<file path="src/rtl/dma_seq_pkg.sv">
`timescale 1ns/1ps
package dma_seq_pkg;
   typedef enum logic [1:0] {
      AM_INC = 2'd0,
      AM_DEC = 2'd1,
      AM_FIX = 2'd2,
      AM_RSV = 2'd3
   } addr_mode_e;

   typedef enum logic {
      ST_IDLE = 1'b0,
      ST_RUN  = 1'b1
   } seq_state_e;
endpackage

</file>
<file path="src/rtl/dma_seq_addr.sv">
`timescale 1ns/1ps
module dma_seq_addr
   import dma_seq_pkg::*;
#(
   parameter int ADDR_W    = 32,
   parameter int MAX_WCODE = 5
) (
   input  logic              clk,
   input  logic              rst_n,
   input  logic              load,
   input  logic [ADDR_W-1:0] load_addr,
   input  logic [2:0]        load_wcode,
   input  logic [1:0]        load_mode,
   input  logic              advance,
   output logic [ADDR_W-1:0] addr
);
   localparam logic [2:0] WCODE_CAP = 3'(MAX_WCODE);

   logic [ADDR_W-1:0] addr_q;
   logic [ADDR_W-1:0] step;
   logic [ADDR_W-1:0] addr_nxt;
   logic [2:0]        wc_q;
   addr_mode_e        mode_q;

   always_comb step = ADDR_W'(1) << wc_q;

   always_comb begin
      case (mode_q)
         AM_INC:  addr_nxt = addr_q + step;
         AM_DEC:  addr_nxt = addr_q - step;
         default: addr_nxt = addr_q;
      endcase
   end

   always_ff @(posedge clk or negedge rst_n) begin
      if (!rst_n) begin
         addr_q <= '0;
         wc_q   <= '0;
         mode_q <= AM_INC;
      end else if (load) begin
         addr_q <= load_addr;
         wc_q   <= (load_wcode > WCODE_CAP) ? WCODE_CAP : load_wcode;
         mode_q <= addr_mode_e'(load_mode);
      end else if (advance) begin
         addr_q <= addr_nxt;
      end
   end

   assign addr = addr_q;

   assert_hold_idle_R3: assert property (@(posedge clk) disable iff (!rst_n)
      (!load && !advance) |=> $stable(addr_q));
   assert_fixed_hold_R3: assert property (@(posedge clk) disable iff (!rst_n)
      (advance && !load && (mode_q == AM_FIX || mode_q == AM_RSV)) |=> $stable(addr_q));
   assert_moving_R3: assert property (@(posedge clk) disable iff (!rst_n)
      (advance && !load && (mode_q == AM_INC || mode_q == AM_DEC)) |=> !$stable(addr_q));
endmodule

</file>
<file path="src/rtl/dma_seq_count.sv">
`timescale 1ns/1ps
module dma_seq_count #(
   parameter int CNT_W     = 22,
   parameter int MAX_BCODE = 10
) (
   input  logic             clk,
   input  logic             rst_n,
   input  logic             load,
   input  logic [CNT_W-1:0] load_cnt,
   input  logic [3:0]       load_bcode,
   input  logic             advance,
   output logic             remain_one,
   output logic             burst_last
);
   logic [CNT_W-1:0] remain_q;

   always_ff @(posedge clk or negedge rst_n) begin
      if (!rst_n)       remain_q <= '0;
      else if (load)    remain_q <= load_cnt;
      else if (advance) remain_q <= remain_q - CNT_W'(1);
   end

   assign remain_one = (remain_q == CNT_W'(1));

   generate
      if (MAX_BCODE == 0) begin : g_single
         assign burst_last = 1'b1;
      end else begin : g_group
         localparam int         BEAT_W = MAX_BCODE;
         localparam logic [3:0] BCAP   = 4'(MAX_BCODE);
         logic [BEAT_W-1:0] beat_q;
         logic [BEAT_W-1:0] mask;
         logic [3:0]        bc_q;
         logic              group_end;

         assign mask      = (BEAT_W'(1) << bc_q) - BEAT_W'(1);
         assign group_end = (beat_q == mask);

         always_ff @(posedge clk or negedge rst_n) begin
            if (!rst_n) begin
               beat_q <= '0;
               bc_q   <= '0;
            end else if (load) begin
               beat_q <= '0;
               bc_q   <= (load_bcode > BCAP) ? BCAP : load_bcode;
            end else if (advance) begin
               beat_q <= group_end ? '0 : beat_q + BEAT_W'(1);
            end
         end

         assign burst_last = group_end || remain_one;
      end
   endgenerate

   assert_no_underflow_R4: assert property (@(posedge clk) disable iff (!rst_n)
      advance |-> (remain_q != '0));
   assert_nonzero_load_R5: assert property (@(posedge clk) disable iff (!rst_n)
      load |-> (load_cnt != '0));
endmodule

</file>
<file path="src/rtl/dma_seq_ctrl.sv">
`timescale 1ns/1ps
module dma_seq_ctrl
   import dma_seq_pkg::*;
(
   input  logic clk,
   input  logic rst_n,
   input  logic start,
   input  logic cnt_zero,
   input  logic abort_req,
   input  logic elem_ready,
   input  logic elem_err,
   input  logic remain_one,
   output logic load,
   output logic advance,
   output logic elem_valid,
   output logic busy,
   output logic tc_pulse,
   output logic err_pulse,
   output logic abort_pulse
);
   seq_state_e state_q;
   logic       abort_q;
   logic       hs;

   assign busy       = (state_q == ST_RUN);
   assign elem_valid = busy && !abort_q;
   assign hs         = elem_valid && elem_ready;
   assign advance    = hs && !elem_err;
   assign load       = !busy && start && !cnt_zero;

   always_ff @(posedge clk or negedge rst_n) begin
      if (!rst_n) begin
         state_q     <= ST_IDLE;
         abort_q     <= 1'b0;
         tc_pulse    <= 1'b0;
         err_pulse   <= 1'b0;
         abort_pulse <= 1'b0;
      end else begin
         tc_pulse    <= 1'b0;
         err_pulse   <= 1'b0;
         abort_pulse <= 1'b0;
         case (state_q)
            ST_IDLE: begin
               abort_q <= 1'b0;
               if (start) begin
                  if (cnt_zero) err_pulse <= 1'b1;
                  else          state_q   <= ST_RUN;
               end
            end
            default: begin
               if (hs) begin
                  if (elem_err) begin
                     state_q   <= ST_IDLE;
                     err_pulse <= 1'b1;
                     abort_q   <= 1'b0;
                  end else if (remain_one) begin
                     state_q  <= ST_IDLE;
                     tc_pulse <= 1'b1;
                     abort_q  <= 1'b0;
                  end else if (abort_req) begin
                     abort_q <= 1'b1;
                  end
               end else if (abort_q) begin
                  state_q     <= ST_IDLE;
                  abort_pulse <= 1'b1;
                  abort_q     <= 1'b0;
               end else if (abort_req) begin
                  abort_q <= 1'b1;
               end
            end
         endcase
      end
   end

   assert_single_end_R4: assert property (@(posedge clk) disable iff (!rst_n)
      $onehot0({tc_pulse, err_pulse, abort_pulse}));
   assert_tc_after_last_R4: assert property (@(posedge clk) disable iff (!rst_n)
      tc_pulse |-> $past(hs && remain_one && !elem_err));
   assert_zero_count_R5: assert property (@(posedge clk) disable iff (!rst_n)
      (!busy && start && cnt_zero) |=> (err_pulse && !busy));
   assert_abort_close_R7: assert property (@(posedge clk) disable iff (!rst_n)
      (busy && abort_q) |=> (abort_pulse && !busy));
   assert_idle_abort_R10: assert property (@(posedge clk) disable iff (!rst_n)
      (!busy && !start) |=> !abort_pulse && !busy);
endmodule

</file>
<file path="src/rtl/dma_walk_seq.sv">
`timescale 1ns/1ps
module dma_walk_seq
   import dma_seq_pkg::*;
#(
   parameter int ADDR_W    = 32,
   parameter int CNT_W     = 22,
   parameter int MAX_WCODE = 5,
   parameter int MAX_BCODE = 10
) (
   input  logic              clk,
   input  logic              rst_n,
   input  logic              start_i,
   input  logic [ADDR_W-1:0] cfg_src_addr_i,
   input  logic [ADDR_W-1:0] cfg_dst_addr_i,
   input  logic [CNT_W-1:0]  cfg_count_i,
   input  logic [2:0]        cfg_src_width_i,
   input  logic [2:0]        cfg_dst_width_i,
   input  logic [3:0]        cfg_burst_i,
   input  logic [1:0]        cfg_src_mode_i,
   input  logic [1:0]        cfg_dst_mode_i,
   input  logic              abort_i,
   output logic              elem_valid_o,
   output logic [ADDR_W-1:0] elem_src_addr_o,
   output logic [ADDR_W-1:0] elem_dst_addr_o,
   output logic              elem_burst_last_o,
   input  logic              elem_ready_i,
   input  logic              elem_err_i,
   output logic              busy_o,
   output logic              tc_o,
   output logic              err_o,
   output logic              abort_o
);
   generate
      if (ADDR_W < 8 || ADDR_W > 64) begin : g_bad_addr_w
         $error("ADDR_W must lie in 8..64");
      end
      if (CNT_W < 1 || CNT_W > 32) begin : g_bad_cnt_w
         $error("CNT_W must lie in 1..32");
      end
      if (MAX_WCODE < 0 || MAX_WCODE > 7 || (1 << MAX_WCODE) >= ADDR_W * 8) begin : g_bad_wcode
         $error("MAX_WCODE out of range for a 3-bit code or the address width");
      end
      if (MAX_BCODE < 0 || MAX_BCODE > 15) begin : g_bad_bcode
         $error("MAX_BCODE must fit the 4-bit burst code");
      end
   endgenerate

   logic load, advance, remain_one;

   dma_seq_ctrl u_ctrl (
      .clk         (clk),
      .rst_n       (rst_n),
      .start       (start_i),
      .cnt_zero    (cfg_count_i == '0),
      .abort_req   (abort_i),
      .elem_ready  (elem_ready_i),
      .elem_err    (elem_err_i),
      .remain_one  (remain_one),
      .load        (load),
      .advance     (advance),
      .elem_valid  (elem_valid_o),
      .busy        (busy_o),
      .tc_pulse    (tc_o),
      .err_pulse   (err_o),
      .abort_pulse (abort_o)
   );

   dma_seq_count #(.CNT_W(CNT_W), .MAX_BCODE(MAX_BCODE)) u_count (
      .clk        (clk),
      .rst_n      (rst_n),
      .load       (load),
      .load_cnt   (cfg_count_i),
      .load_bcode (cfg_burst_i),
      .advance    (advance),
      .remain_one (remain_one),
      .burst_last (elem_burst_last_o)
   );

   dma_seq_addr #(.ADDR_W(ADDR_W), .MAX_WCODE(MAX_WCODE)) u_src (
      .clk        (clk),
      .rst_n      (rst_n),
      .load       (load),
      .load_addr  (cfg_src_addr_i),
      .load_wcode (cfg_src_width_i),
      .load_mode  (cfg_src_mode_i),
      .advance    (advance),
      .addr       (elem_src_addr_o)
   );

   dma_seq_addr #(.ADDR_W(ADDR_W), .MAX_WCODE(MAX_WCODE)) u_dst (
      .clk        (clk),
      .rst_n      (rst_n),
      .load       (load),
      .load_addr  (cfg_dst_addr_i),
      .load_wcode (cfg_dst_width_i),
      .load_mode  (cfg_dst_mode_i),
      .advance    (advance),
      .addr       (elem_dst_addr_o)
   );

   assert_start_ignored_R9: assert property (@(posedge clk) disable iff (!rst_n)
      (busy_o && !advance) |=> ($stable(elem_src_addr_o) && $stable(elem_dst_addr_o)));
   assert_valid_only_busy_R1: assert property (@(posedge clk) disable iff (!rst_n)
      elem_valid_o |-> busy_o);
endmodule

</file>
<file path="config.mk">
export PLATFORM = sky130hd
export DESIGN_NAME = dma_walk_seq
export DESIGN_NICKNAME = d
export VERILOG_FILES = /design/src/rtl/dma_seq_pkg.sv /design/src/rtl/dma_seq_addr.sv /design/src/rtl/dma_seq_count.sv /design/src/rtl/dma_seq_ctrl.sv /design/src/rtl/dma_walk_seq.sv
export SDC_FILE = /design/constraint.sdc
export NUM_CORES = 1
export LEC_CHECK = 0
export BUFFER_PORTS_ARGS = -buffer_cell sky130_fd_sc_hd__buf_2
export CAP_MARGIN = 10
export CORE_MARGIN = 4
export CORE_UTILIZATION = 35
export CTS_BUF_LIST = sky130_fd_sc_hd__clkbuf_4 sky130_fd_sc_hd__clkbuf_8
export DETAILED_ROUTE_END_ITERATION = 12
export HOLD_SLACK_MARGIN = 0.08
export MAX_ROUTING_LAYER = met4
export SYNTH_ARGS = -nofsm -noshare
export SYNTH_HDL_FRONTEND = slang
export SYNTH_SLANG_ARGS = --single-unit
</file>
<file path="constraint.sdc">
create_clock -name clk -period 4.6 [get_ports clk]
set_input_delay 0.92 -clock clk [delete_from_list [all_inputs] [get_ports clk]]
set_output_delay 0.92 -clock clk [all_outputs]
set_load 0.005 [all_outputs]
</file>
After elaboration in Yosys (flattened, before gate mapping)
Cells that the tools add are included.
{"block": "totals", "input_bits": 106, "output_inout_bits": 70, "register_bits": 115, "elab_cells": 90}
{"block": "op_classes", "n_addsub": 7, "muxes": 40, "n_eq_ne": 5, "magnitude_cmp": 3, "shift": 3, "n_reduce_logical": 18}
{"operator": "$mux 32", "count": 4}
{"operator": "$pmux 32 s2", "count": 2}
{"operator": "$add 32x32->32", "count": 2}
{"operator": "$shl 1x3->32 const A", "count": 2}
{"operator": "$sub 32x32->32", "count": 2}
{"operator": "$mux 22", "count": 2}
{"operator": "$mux 10", "count": 3}
{"operator": "$mux 1", "count": 26}
{"operator": "$eq 22x1->1 const B", "count": 1}
{"operator": "$logic_not 22->1", "count": 1}
{"operator": "$sub 22x1->22 const B", "count": 1}
{"operator": "$add 10x1->10 const B", "count": 1}
{"operator": "$eq 10x10->1", "count": 1}
{"operator": "$shl 1x4->10 const A", "count": 1}
{"operator": "$sub 10x2->10 const B", "count": 1}
{"operator": "$gt 3x3->1 const B", "count": 2}
{"operator": "$mux 3", "count": 2}
{"operator": "$reduce_bool 3->1", "count": 2}
{"operator": "$logic_and 1x1->1", "count": 5}
{"operator": "$ne 5x4->1 const B", "count": 1}
{"operator": "$eq 2x1->1 const B", "count": 2}
{"operator": "$gt 4x4->1 const B", "count": 1}
{"operator": "$logic_not 1->1", "count": 4}
{"operator": "$logic_not 2->1", "count": 2}
{"operator": "4 further kinds", "count": 5}

Longest topological paths before layout
Gate-level depths: netlist of the first run.
{"block": "depth", "ltp_word": 6, "ltp_mapped": 16, "depth_no_buf": 15}

Hierarchy
Synthesis of the first run repeated with hierarchy kept, for this count alone.
{"block": "hier_totals", "hier_cells": 1207, "hier_area_um2": 9781.9}
{"module": "dma_seq_addr (u_dst)", "area_per_inst_um2": 3631.0, "n_inst": 1, "seq_area_each_um2": 925.9, "cells_per_inst": 457}
{"module": "dma_seq_addr (u_src)", "area_per_inst_um2": 3532.1, "n_inst": 1, "seq_area_each_um2": 925.9, "cells_per_inst": 453}
{"module": "dma_seq_count", "area_per_inst_um2": 2357.3, "n_inst": 1, "seq_area_each_um2": 900.9, "cells_per_inst": 272}
{"module": "dma_seq_ctrl", "area_per_inst_um2": 210.2, "n_inst": 1, "seq_area_each_um2": 125.1, "cells_per_inst": 18}
{"module": "dma_walk_seq", "area_per_inst_um2": 51.3, "n_inst": 1, "seq_area_each_um2": 0.0, "cells_per_inst": 7}

Least setup slack after synthesis of the first run
Ideal clock, no wire load.
{"block": "synth_path", "kind": "reg-to-reg", "startpoint": "register u_src.wc_q[2]", "endpoint": "register u_src.addr_q[28], in the netlist u_src.addr[28]", "required_time_ns": 4.517, "t_arrival_ns": 3.813, "path_buffers": 1, "setup_slack_ns": 0.704, "stages_incl_launch_ff": 15, "period_less_slack_ns": 3.896, "setup_time_ns": 0.083, "path_cell_list": "dfrtp_1 -> clkbuf_1 -> or3_1 -> ha_1 -> nand2b_1 -> o311ai_0 -> ha_1 -> and4_1 -> and2_1 -> a2111oi_1 -> o31a_1 -> a211oi_1 -> nor3_1 -> mux2_2 -> o21ai_0"}
{"block": "synth_between", "elab_chain_cells": 5, "elab_cells_between_ends": 6, "classes_between": "add/sub (2); shift (1); mux (3)"}
{"item": "start, declared", "line_no": "dma_seq_addr.sv:22", "source": "logic [2:0] wc_q;"}
{"item": "start signal, assigned", "line_no": "dma_seq_addr.sv:42", "source": "wc_q <= (load_wcode > WCODE_CAP) ? WCODE_CAP : load_wcode;"}
{"item": "$shl 1x3->32 *", "line_no": "dma_seq_addr.sv:25", "source": "always_comb step = ADDR_W'(1) << wc_q;"}
{"item": "$sub 32x32->32 or $add 32x32->32 (tied branches)", "line_no": "dma_seq_addr.sv:30, dma_seq_addr.sv:29"}
{"item": "$pmux 32 s2 *", "line_no": "dma_seq_addr.sv:28", "source": "case (mode_q)"}
{"item": "$mux 32 *", "line_no": "dma_seq_addr.sv:44", "source": "end else if (advance) begin"}
{"item": "$mux 32 *", "line_no": "dma_seq_addr.sv:40", "source": "end else if (load) begin"}
{"item": "end signal, assigned", "line_no": "dma_seq_addr.sv:41", "source": "addr_q <= load_addr;"}
{"item": "end signal, assigned", "line_no": "dma_seq_addr.sv:45", "source": "addr_q <= addr_nxt;"}
{"item": "end, declared", "line_no": "dma_seq_addr.sv:19", "source": "logic [ADDR_W-1:0] addr_q;"}
Every way passes the cells marked *; elsewhere a longest branch is shown, timed or not. The select of a mux whose other input is x is not followed.
A chain may end at the register's enable or synchronous reset.

Final worst setup path of the first run
Same ends and word-level chain as after synthesis.

==> flow_summary_export.csv, run 1 <==
group,metric,value,unit
synth,synth_top_family_by_area,"compound AO/OA/AOI/OAI gates",
timing,setup_tns,0,ns
placement,place_area,0.0105,sq mm
critical_path,worstPathMaxFanout,10,
synth,synth.area.mux_share,0.706,%
placement,dp_hpwl,21.5,mm
routing,wl_met1,13.5,mm
clock_tree,clk_root_buffer_cell,"clkbuf_8",
timing,final-setup-viol-count,0,
routing,wl_per_cell,17.0,um
synth,synth_fa_ha_area_share,9.93,%
die,design.core.area,0.0260,sq mm
synth,yosysMostFrequentCell,"nand2_1",
global_routing,grt_usage,19.7,%
synth,synth.area.top_cells,"dfrtp_1, ha_1, nand2_1",
worst_hold_path,hold_path.class,"reg -> reg",
global_routing,grt_pass1_vias,8834,
synth,yosysTopAreaCellShare,31.2,%
power_and_ir_drop,powerDensity,985,mW/mm^2
power_and_ir_drop,leakage,5.05,nW
global_routing,grt_max_degree,88,
synth,synth_top_cells_by_count,"nand2_1, a21oi_1, dfrtp_1",
timing,rsz0062_at_grt,"no",
routing,first_iter_violations,547,
synth,synth_xor_area_share,6.27,%
placement,io_buffers,175,
routing,drc,0,
synth,yosysTopAreaCell,"dfrtp_1",
die,initial_core_util,35.5,%
finish,design_area,0.0109,sq mm
synth,synth_cell_types,71,
power_and_ir_drop,ir_worst_vdd,359,uV
timing,worst_pin_slew,0.856,ns
timing,fin_skew,0.0185,ns
clock_tree,cts_htree_levels,4,
finish,area_growth,18.1,%
placement,gp_congestion,0.906,
routing,met3_length,1.48,mm
die,io_pins,176,
critical_path,worst_path_max_delay_cell,"dfrtp_1",
synth,synthCells,1176,
synth,synth_ff_type,"dfrtp_1",
finish,final_util,41.9,%
timing,timing.final.hold_violations,0,
critical_path,worstPathArrival,4.52,ns
critical_path,crit_buf_inv,1,
die,die_area,0.0290,sq mm
global_routing,antenna_found_initial,1,
critical_path,critPathLaunchType,"register",
synth,syn_area,0.00922,sq mm
clock_tree,path_clk_slew,0.08,ns
routing,ant_nets,0,
clock_tree,cts_tree,"done",
clock_tree,clk_path_buf_depth,2,
clock_tree,insertion_delay,0.44,ns
synth,synth.net_count,1354,
timing,timing.final.crit_share,90.4,%
critical_path,path_delay_family,"compound AO/OA/AOI/OAI gates",
routing,drt_pass1_iterations,5,
timing,finalMaxSlewViolations,0,
synth,yosys_warnings,0,
routing,dr_total_vias,9227,
synth,synthSimpleGateAreaFrac,22.4,%
finish,nNetsFinal,1513,
timing,relSlewSlack,42.4,%
finish,drive_gt1_share,18.0,%
synth,syn-mean-instance-area,7.84,sq um
timing,min_period,4.16,ns
routing,vias_per_cell,5.48,
die,die_h,170,um
critical_path,crit_path_max_incr_delay,0.48,ns
synth,ys_seq_area_share,31.2,%
clock_tree,cts_hold_buffers,0,
die,dieWidth,170,um
timing,fmax,0.240,GHz
routing,finalWirelength,28.6,mm
routing,wl_met2,13.2,mm
run_status,status,"finished clean",
critical_path,cp-end-kind,"register",
synth,synth_edf_count,0,
clock_tree,cts.sinks,115,
critical_path,cp_cell_sequence,"or3_1 -> ha_1 -> nand2b_1 -> a32oi_1 -> ha_1 -> a21oi_1 -> o21ai_0 -> a2111oi_1 -> buf_4 -> o31a_1 -> a211oi_1 -> nor3_1 -> mux2_2 -> o21ai_0",
critical_path,cp.required,4.96,ns
synth,async_reset_ff_share,100,%
die,num_rows,59,
synth,synth_compound_area_share,26.0,%
global_routing,grt_pass1_wl,45.5,mm
routing,highest_layer,"met4",
global_routing,gr-total-overflow,0,
critical_path,worstSetupPathType,"reg -> reg",
synth,ys_ff_latch,115,
flow_run,cap_violations,0,
clock_tree,cts_buffers,17,
-- worst register-to-register path: stages, from the launching register on --
cell	delay (ns)
dfrtp_1	0.48
or3_1	0.43
ha_1	0.24
nand2b_1	0.20
a32oi_1	0.23
ha_1	0.29
a21oi_1	0.27
o21ai_0	0.24
a2111oi_1	0.45
buf_4	0.20
o31a_1	0.19
a211oi_1	0.09
nor3_1	0.29
mux2_2	0.37
o21ai_0	0.13
-- per-stage QoR --
stage | instances | power, mW | setup WS, ns | hold slack [ns]
after global routing | 1683 | 11.8 | 0.132 | 0.506
final | 1683 | 10.7 | 0.440 | 0.483
after detailed placement | 1651 | 9.60 | 0.330 | 0.468
after CTS | 1682 | 10.7 | 0.331 | 0.487
after global placement | 1651 | 9.58 | 0.455 | 0.464
after floorplan | 1176 | 7.60 | 0.704 | 0.447
-- final cells by class --
class                   instances  area, sq um
fillers                      2704        15100
repair buffers                189         1010
diodes                          1         2.50
flip-flops and latches        115         2880
clock buffers                  19          249
inverters                      36          135
multi-input cells             976         6040
well taps                     335          419
clock inverters                12          158
-- worst paths after layout --
check                           startpoint                   endpoint  slack, ns  cells past startpoint
max in group asynchronous            rst_n  u_count.g_group.beat_q[4]       3.10                      2
min                        u_src.mode_q[0]            u_src.mode_q[0]       0.48                      2
min reg2reg                u_src.mode_q[0]            u_src.mode_q[0]       0.48                      2
min in group asynchronous            rst_n             u_src.addr[27]       0.54                      1
max                          u_src.wc_q[2]             u_src.addr[28]       0.44                     14
max reg2reg                  u_src.wc_q[2]             u_src.addr[28]       0.44                     14
-- registers in the layout, indices dropped and copies added, names as in the netlist, 2 cells and up --
register                count
u_dst.mode_q                2
u_src.mode_q                2
u_count.g_group.beat_q     10
u_src.wc_q                  3
u_count.remain_q           22
u_count.g_group.bc_q        4
u_dst.addr                 32
u_src.addr                 32
u_dst.wc_q                  3
-- kinds of logic after synthesis --
group           after synthesis
fa+ha+maj                    72
compound gates              390
xor+xnor                     66
flops                       115
buf+inv                      85
simple gates                442
mux                           6
-- layer usage --
| layer | up-vias | GRT usage (%) |
|---|---|---|
| li1 | 4606 | - |
| met3 | 29 | 3.07 |
| met4 | 0 | 4.93 |
| met5 | - | - |
| met1 | 4333 | 26.4 |
| met2 | 259 | 31.4 |
-- cell usage in the layout, fill, tap and decap left out, types with 4 or more instances in the layout --
cell type / netlist / final
nand3_1: 30 / 30
a21oi_1: 123 / 123
o311ai_0: 4 / 4
o211ai_1: 9 / 9
or4_1: 4 / 4
nand4_1: 7 / 7
nor2b_1: 12 / 11
and4_1: 5 / 5
nand2_1: 184 / 184
nand2b_1: 17 / 16
ha_1: 70 / 70
a211oi_1: 9 / 9
a22oi_1: 15 / 15
buf_4: 0 / 13
inv_1: 35 / 35
and3_1: 20 / 20
o211a_1: 4 / 4
a31oi_1: 17 / 17
nor2_1: 98 / 98
a21o_1: 25 / 25
xnor2_1: 39 / 39
or2_2: 4 / 4
dfrtp_1: 115 / 115
o221ai_1: 5 / 5
o22ai_1: 11 / 11
buf_2: 2 / 174
a221oi_1: 6 / 6
nand3b_1: 4 / 4
mux2_2: 4 / 4
o21a_1: 4 / 4
nor3_1: 22 / 22
o21bai_1: 7 / 7
xor2_1: 27 / 27
a221o_1: 7 / 7
and2_1: 9 / 9
nor4_1: 11 / 11
o31ai_1: 4 / 4
or3_1: 5 / 5
clkbuf_8: 0 / 17
o21ai_0: 108 / 108
-- repair_timing --
action                     CTS  global route
setup buffers                0             0
resized for setup            0             1
setup endpoints to repair    0             1
-- where the power goes --
part	total (mW)	switching, mW	internal, mW
Clock	1.03	0.487	0.548
Sequential	1.98	0.518	1.46
Combinational	7.71	4.50	3.21
Note: power is estimated with default switching activity, not from simulation.
==> inputs of run 2 (changes only) <==
--- a/config.mk
+++ b/config.mk
@@ -5,8 +5,10 @@
 export SDC_FILE = /design/constraint.sdc
 export NUM_CORES = 1
 export LEC_CHECK = 0
+export ABC_AREA = 1
 export BUFFER_PORTS_ARGS = -buffer_cell sky130_fd_sc_hd__buf_2
 export CAP_MARGIN = 10
+export CORE_ASPECT_RATIO = 0.7
 export CORE_MARGIN = 4
 export CORE_UTILIZATION = 35
 export CTS_BUF_LIST = sky130_fd_sc_hd__clkbuf_4 sky130_fd_sc_hd__clkbuf_8
==> flow_summary_export.csv, run 2 <==
group,metric,value,unit
global_routing,grt_max_degree,70,
synth,ys_seq_area_share,25.1,%
routing,drc,0,
routing,vias_per_cell,4.90,
routing,ant_nets,0,
clock_tree,cts_buffers,17,
power_and_ir_drop,powerDensity,778,mW/mm^2
finish,layout_common_cells,"nand2_1, inv_1, buf_2, nor2_1, nand3_1",
timing,timing.final.crit_share,83.7,%
die,io_pins,176,
routing,dr_total_vias,12500,
routing,wl_per_cell,15.8,um
timing,fin_skew,0.0138,ns
critical_path,worstSetupPathType,"reg -> reg",
synth,synth_edf_count,0,
power_and_ir_drop,ir_worst_vdd,283,uV
clock_tree,clk_path_buf_depth,2,
power_and_ir_drop,internal-power,4.45,mW
routing,drt_pass1_iterations,5,
clock_tree,cts_resized,0,
power_and_ir_drop,leakage,7.73,nW
clock_tree,clk_root_buffer_cell,"clkbuf_8",
timing,relSlewSlack,28.9,%
critical_path,cp-end-kind,"register",
clock_tree,insertion_delay,0.49,ns
die,die_area,0.0358,sq mm
critical_path,worst_path_max_delay_cell,"a21oi_1",
flow_run,cap_violations,0,
synth,yosysTopAreaCellShare,25.1,%
global_routing,grt_pass1_wl,63.7,mm
placement,dp_hpwl,32.4,mm
timing,final-setup-viol-count,0,
synth,ys_ff_latch,115,
power_and_ir_drop,swShare,56.5,%
timing,min_period,3.85,ns
synth,synthCells,1943,
timing,finalMaxSlewViolations,0,
critical_path,reg2regPathDepth,18,
finish,nNetsFinal,2282,
clock_tree,cts_hold_buffers,0,
clock_tree,cts_tree,"done",
critical_path,worstPathArrival,4.23,ns
synth,async_reset_ff_share,100,%
die,num_rows,55,
timing,timing.final.hold_violations,0,
die,dieWidth,224,um
power_and_ir_drop,p_clk_share,10.6,%
synth,yosysTopAreaCell,"dfrtp_1",
worst_hold_path,holdPathEnd,"u_dst.mode_q[0]",
timing,hold_ws,0.489,ns
die,die_h,159,um
worst_hold_path,hold_path.class,"reg -> reg",
finish,drive_gt1_share,11.3,%
critical_path,crit_top_cell,"nand2_1",
synth,syn-mean-instance-area,5.90,sq um
global_routing,antenna_found_initial,1,
timing,rsz0062_at_grt,"no",
critical_path,r2r_slack,0.75,ns
placement,io_buffers,175,
finish,area_growth,14.7,%
critical_path,critPathLaunchType,"register",
finish,final_common_cell,"nand2_1",
synth,syn_area,0.0115,sq mm
routing,finalWirelength,40.2,mm
routing,first_iter_violations,892,
clock_tree,cts.sinks,115,
synth,synth.area.top_cells,"dfrtp_1, nand2_1, inv_1",
worst_hold_path,min-delay-start,"u_dst.mode_q[0]",
worst_hold_path,holdPathStages,2,
synth,synth_ff_type,"dfrtp_1",
critical_path,cp.required,4.98,ns
critical_path,crit_path_max_incr_delay,0.70,ns
global_routing,grt_usage,22.9,%
clock_tree,cts_htree_levels,4,
synth,synth_top_cells_by_count,"nand2_1, inv_1, nor2_1",
power_and_ir_drop,p_comb_share,70.5,%
synth,synth.net_count,2121,
die,design.core.area,0.0323,sq mm
critical_path,worstReg2RegEnd,"u_src.addr[26]",
clock_tree,cts_setup_buffers,0,
critical_path,worstPathMaxFanout,10,
placement,gp_congestion,1.00,
clock_tree,path_clk_slew,0.09,ns
run_status,status,"finished clean",
timing,worst_pin_slew,1.06,ns
critical_path,r2r_start,"u_src.wc_q[2]",
timing,setup_tns,0,ns
synth,synth_cell_types,45,
global_routing,grt_pass1_vias,11500,
power_and_ir_drop,p_sw,5.78,mW
power_and_ir_drop,seqPwrFrac,18.9,%
synth,yosysMostFrequentCell,"nand2_1",
synth,yosys_warnings,0,
die,initial_core_util,35.5,%
timing,fmax,0.260,GHz
critical_path,cp_cell_sequence,"clkinv_1 -> nand3_1 -> ha_1 -> inv_1 -> a21oi_1 -> nor2_1 -> a21oi_1 -> ha_1 -> nand2_1 -> inv_1 -> nand2_1 -> nor3_1 -> and2_1 -> nand2_1 -> nand3_1 -> nand3_1 -> nand2_1 -> nand2_1",
global_routing,gr-total-overflow,0,
run 2: cell types whose count changed after synthesis, moves of 29 or more:
cell / change
nand2_1: +560
inv_1: +310
nor2_1: +59
clkbuf_1: -39
xnor2_1: -29
a21oi_1: -71
o21ai_0: -42
nand3_1: +111
run 2: area by class of cell:
type,instances,area [sq um]
fillers,3617,19200
inverters,353,1330
diodes,2,5.00
well taps,427,534
multi-input cells,1436,7060
clock inverters,13,171
clock buffers,19,255
flip-flops and latches,115,2880
repair buffers,181,923
run 2: kinds of logic (layout without fill, tap and decap cells):
logic type / count (synthesis) / after routing / share of synthesized area [%]
adders and majority gates: 72 / 72 / 7.99
other: 0 / 2 / 0
DFF: 115 / 115 / 25.1
xor gates and xnor gates: 45 / 45 / 3.44
AOI/OAI and AO/OA: 191 / 191 / 9.75
and+or+nand+nor: 1128 / 1128 / 40.3
buffers and inverters: 392 / 566 / 13.4
run 2: power groups by stage:
stage | logic [mW] | registers (mW) | clock network [mW]
after floorplan | 5.11 | 1.78 | 0
after global routing | 8.22 | 1.98 | 1.16
after CTS | 7.13 | 1.93 | 1.11
final | 7.22 | 1.93 | 1.08
after global placement | 7.05 | 1.94 | 0
after detailed placement | 7.09 | 1.94 | 0
run 2: per-stage QoR:
step                      util, %  instance area (sq um)  worst slack, ns  power [mW]  std cells
after CTS                    40.7                  13200            0.888        10.2       2544
final                        40.7                  13200            0.750        10.2       2546
after detailed placement     39.3                  12700            0.921        9.03       2512
after global placement       39.3                  12700             1.01        8.99       2512
after floorplan                 -                  11500             1.85        6.89       1943
after global routing         40.7                  13200            0.400        11.4       2545
run 2: layer usage:
metal / routed length (um) / vias to the layer above / track usage, %
li1: - / 6393 / -
met1: 21400 / 5695 / 35.5
met2: 15600 / 360 / 30.6
met3: 2750 / 34 / 4.59
met4: 488 / 0 / 4.01
met5: 0 / - / -
run 2: worst max path at each step:
stage	startpoint	to	slack, ns	cells after the start
after detailed placement	u_src.wc_q[2]	u_src.addr[26]	0.92	18
after global placement	u_src.wc_q[2]	u_src.addr[22]	1.01	19
final	u_src.wc_q[2]	u_src.addr[26]	0.75	18
after global routing	u_src.wc_q[2]	u_src.addr[22]	0.40	19
after CTS	u_src.wc_q[2]	u_src.addr[29]	0.89	20
after floorplan	u_src.wc_q[2]	u_src.addr[29]	1.85	20
run 2: worst max-delay path, delay by kind of cell, from the launching register on:
family,cells,cell delay [ns]
adders and majority gates,2,0.48
AOI/OAI and AO/OA,2,0.87
DFF,1,0.47
buffers and inverters,3,0.40
and+or+nand+nor,11,1.52
